--- src/rtl/tbase_clkctl.sv ---
module tbase_clkctl #(
  parameter int CW = 24,
  parameter int PW = 6
) (
  input  logic          clk,
  input  logic          rst_n,
  input  logic          ext_pin,
  input  logic          pstrobe,
  input  logic [2:0]    src_sel,
  input  logic [PW-1:0] presc,
  input  logic          filt_integ,
  input  logic          filt_clk_sel,
  output logic [CW-1:0] count,
  output logic          pin_filt
);

  logic          sync0, sync1, smp, pf_q, ps_q;
  logic [2:0]    div8;
  logic [1:0]    icnt, inext;
  logic [PW-1:0] pcnt, fdiv, presc_q;
  logic          presc_chg, fdiv_hit, fclk_en, src_tick, presc_tick, rise, fall;

  assign presc_chg  = presc != presc_q;
  assign fdiv_hit   = fdiv == presc;
  assign fclk_en    = filt_clk_sel ? fdiv_hit : div8[0];
  assign rise       = pin_filt & ~pf_q;
  assign fall       = ~pin_filt & pf_q;
  assign presc_tick = src_tick && (pcnt == presc);

  always_comb begin
    case (src_sel)
      3'b000:  src_tick = (div8 == 3'd7) && pin_filt;
      3'b001:  src_tick = rise;
      3'b010:  src_tick = fall;
      3'b011:  src_tick = rise | fall;
      3'b100:  src_tick = div8 == 3'd7;
      3'b101:  src_tick = pstrobe & ~ps_q;
      default: src_tick = 1'b0;
    endcase
  end

  always_comb begin
    if (sync1) inext = (icnt == 2'd3) ? icnt : icnt + 2'd1;
    else       inext = (icnt == 2'd0) ? icnt : icnt - 2'd1;
  end

  always_ff @(posedge clk or negedge rst_n) begin
    if (!rst_n) begin
      sync0    <= 1'b0;
      sync1    <= 1'b0;
      smp      <= 1'b0;
      pf_q     <= 1'b0;
      ps_q     <= 1'b0;
      div8     <= '0;
      icnt     <= '0;
      pcnt     <= '0;
      fdiv     <= '0;
      presc_q  <= '0;
      pin_filt <= 1'b0;
      count    <= '0;
    end else begin
      sync0   <= ext_pin;
      sync1   <= sync0;
      pf_q    <= pin_filt;
      ps_q    <= pstrobe;
      div8    <= div8 + 3'd1;
      presc_q <= presc;

      if (presc_chg || fdiv_hit) fdiv <= '0;
      else                       fdiv <= fdiv + 1'b1;

      if (fclk_en) begin
        smp  <= sync1;
        icnt <= inext;
        if (filt_integ) begin
          if (inext == 2'd3)      pin_filt <= 1'b1;
          else if (inext == 2'd0) pin_filt <= 1'b0;
        end else if (sync1 == smp) begin
          pin_filt <= sync1;
        end
      end

      if (presc_chg)     pcnt <= '0;
      else if (src_tick) pcnt <= (pcnt == presc) ? '0 : pcnt + 1'b1;

      if (presc_tick) count <= count + 1'b1;
    end
  end

endmodule

--- config.mk ---
export PLATFORM = sky130hd
export DESIGN_NAME = tbase_clkctl
export DESIGN_NICKNAME = d
export VERILOG_FILES = /design/src/rtl/tbase_clkctl.sv
export SDC_FILE = /design/constraint.sdc
export NUM_CORES = 1
export LEC_CHECK = 0
export BUFFER_PORTS_ARGS = -buffer_cell sky130_fd_sc_hd__buf_4
export CAP_MARGIN = 10
export CORE_ASPECT_RATIO = 0.8
export CORE_UTILIZATION = 50
export DETAILED_ROUTE_END_ITERATION = 8
export PLACE_DENSITY = 0.75
export SYNTH_ARGS = -nofsm -noshare
export SYNTH_HDL_FRONTEND = slang
export SYNTH_SLANG_ARGS = --single-unit
--- constraint.sdc ---
create_clock -name clk -period 2.07 [get_ports clk]
set_clock_uncertainty 0.05 [all_clocks]
set_input_delay 0 -clock clk [delete_from_list [all_inputs] [get_ports clk]]
set_output_delay 0 -clock clk [all_outputs]
set_load 0.01 [all_outputs]
==> results.ini <==
[floorplanning]
die_w_um = 83.7
die-area_mm2 = 0.00564
fp-row-count = 23
ios = 40
dieHeight_um = 67.4
design.core.area_mm2 = 0.00506
start_util_pct = 52.7

[power]
switching_share_pct = 22.8
power_frac_comb_pct = 10.7
p_int_uw = 1510
p_seq_share_pct = 54.7
p_total_uw = 1960
pwr-share-clk_pct = 34.6
p_switching_uw = 448
power_per_cell_area_mw_per_mm2 = 563
vdd_ir_drop_max_uv = 426
p_leak_uw = 0.00167

[place]
dp_hpwl_um = 3870
gp_congestion = 0.767
port_buffers = 39
dp_slack_ns = -0.0747
placed_area_mm2 = 0.00312

[clock_tree]
cts_root_buf = clkbuf_8
cts.clk_slew.worst_paths_ns = 0.09
clockBufferDepth = 2
cts_made_buffers = 5
cts_sinks = 53
cts.htree.levels = 2
cts_tree = built
clk_latency_ns = 0.30

[sta]
finalCritPeriodShare_pct = 99.7
rsz0062_at_grt = yes
setup_viol = 0
hold_slack_ns = 0.0700
drv_slew = 0
hold_viol = 0
slew_headroom_pct = 55.7
fin_ws_ns = 0.00700
tightest_slew_ns = 0.664
max_freq_ghz = 0.485
post-route-min-period_ns = 2.06

[detailed_routing]
wirelength_um = 5530
first_pass_iters = 4
vias_per_cell = 5.33
drc = 0
postRouteAntennaNets = 0
drtIter0Drc = 113
wl_per_cell_um = 14.9
via_count = 1972

[cells_and_area]
regArea_mm2 = 0.00133
final_cell_mix = dfrtp_1 (52), buf_4 (51), xor2_1 (38)
fin_area_mm2 = 0.00349
fillers = 374
multi_input_area_mm2 = 0.00139
layout_commonest_cell = dfrtp_1
fin_nets = 330
area_growth_pct = 30.5
drive_above_1_share_pct = 33.1
antenna_cells = 0

[global_routing]
grt_max_degree = 54
grt_pass1_vias = 1953
antenna_found_initial = 0
grt.total_usage_pct = 21.0
grt_pass1_wl_um = 9280
grt.overflow.total = 0

[hold_path]
hold_class = input port to register
hold_path.startpoint = filt_integ

[worst_setup_path]
required_ns = 2.24
crit_arrival_ns = 2.23
cp-startpoint = pin_filt$_DFFE_PN0P_
startpoint_type = register
worstSetupPathType = register to register
crit_fanout = 6
cp-end-kind = register
r2r_start = pin_filt$_DFFE_PN0P_

[logic_synthesis]
synth-seq-area-share_pct = 49.6
ys_warn_count = 0
synth_area_per_cell_um2 = 11.0
ys_types = 41
synthesis.nets = 264
ys_seq_elements = 53
syn-cell-area_mm2 = 0.00267
syn_inst = 242

[status]
status = finished, final reports clean

[job]
maxCapViolCount = 0

==> power by group through the flow <==
| stage | Sequential [uW] | Combinational, uW | Clock [uW] |
|---|---|---|---|
| 6_report | 1070 | 210 | 680 |
| 2_1_floorplan | 1090 | 73.5 | 0 |
| 4_1_cts | 1070 | 204 | 695 |
| 3_3_place_gp | 1090 | 164 | 0 |
| 5_1_grt | 1080 | 230 | 738 |
| 3_5_place_dp | 1090 | 168 | 0 |
==> layer usage <==
metal / share of wire [%] / vias to the layer above / GRT usage, %
li1: - / 964 / -
met4: 1.1 / 0 / 5.72
met2: 48 / 39 / 35.6
met5: 0 / - / 0
met3: 4.4 / 7 / 3.67
met1: 47 / 962 / 28.3
==> through the flow <==
step                      std cells  setup TNS, ns  utilization [%]
after floorplan                 242              0                -
after global placement          352              0             61.7
after detailed placement        352         -0.256             61.7
after CTS                       369        -0.0271             67.0
after global routing            370         -0.943             68.8
final                           370              0             68.8
==> cells in the mapped netlist (all sizes together) <==
cell type | count | area [um^2]
or3 | 1 | 6.26
nor3 | 15 | 130
mux2i | 2 | 20.0
and3 | 3 | 18.8
nand3b | 1 | 7.51
nand2b | 3 | 18.8
nor4 | 8 | 96.3
or4 | 1 | 7.51
or3b | 1 | 8.76
and4 | 1 | 8.76
or4b | 3 | 30.0
dfrtp | 53 | 1330
xnor2 | 7 | 61.3
nand4 | 4 | 25.0
and2 | 1 | 6.26
inv | 8 | 30.0
nor2b | 1 | 6.26
or2 | 1 | 6.26
xor2 | 38 | 333
o211ai | 4 | 30.0
buf | 6 | 43.8
a21oi | 5 | 25.0
ha | 7 | 87.6
a31oi | 4 | 25.0
o21ai | 3 | 15.0
a32oi | 1 | 16.3
nand4b | 2 | 17.5
nand3 | 11 | 55.1
o21bai | 1 | 7.51
mux2 | 3 | 33.8
nor2 | 16 | 60.1
a21o | 1 | 7.51
nand2 | 26 | 100
==> worst max-delay path: stages, from the launching register on <==
cell      delay, ns
dfrtp_2        0.41
inv_2          0.07
ha_4           0.20
nand2b_4       0.14
a32oi_4        0.20
nand2b_4       0.12
buf_8          0.15
or4b_1         0.49
a31oi_1        0.15
==> logic make-up (layout without fill, tap and decap cells) <==
group / Yosys count / after routing / synth area share (%)
AOI/OAI and AO/OA: 19 / 19 / 4.73
and+or+nand+nor: 99 / 99 / 22.8
adders and majority gates: 7 / 7 / 3.28
xor gates and xnor gates: 45 / 45 / 14.8
muxes: 5 / 5 / 2.01
buffers and inverters: 14 / 80 / 2.76
DFF: 53 / 53 / 49.6
==> flip-flops by register name, indices dropped and copies added (netlist names), 2 cells and up <==
| name | cells |
|---|---|
| count | 24 |
| div8 | 3 |
| fdiv | 6 |
| icnt | 2 |
| pcnt | 6 |
| presc_q | 6 |
==> layout make-up <==
cell class	count	area share [%]
clock buffer	5	1.97
timing repair buffer	65	16.0
inverter	8	0.861
tap	62	2.23
clock inverter	2	1.01
sequential	53	38.1
multi-input combinational	175	39.8
==> repair_timing <==
action,in CTS,in global routing
endpoints found under the hold margin,61,0
pin swaps,8,7
gates cloned,1,0
endpoints found under the setup margin,19,22
hold buffers,9,0
buffers inserted,0,1
resized for setup,12,17
==> worst paths after layout <==
| path | to | slack, ns | depth (start not counted) |
|---|---|---|---|
| max | pcnt[4]$_DFFE_PN0P_ | 0.007 | 8 |
| min | pin_filt$_DFFE_PN0P_ | 0.07 | 4 |
| max reg2reg | pcnt[4]$_DFFE_PN0P_ | 0.007 | 8 |
| min in group asynchronous | fdiv[4]$_DFF_PN0_ | 0.22 | 2 |
| min reg2reg | sync1$_DFF_PN0_ | 0.32 | 0 |
| max in group asynchronous | pin_filt$_DFFE_PN0P_ | 1.28 | 2 |
(Power assumes the default switching activity.)
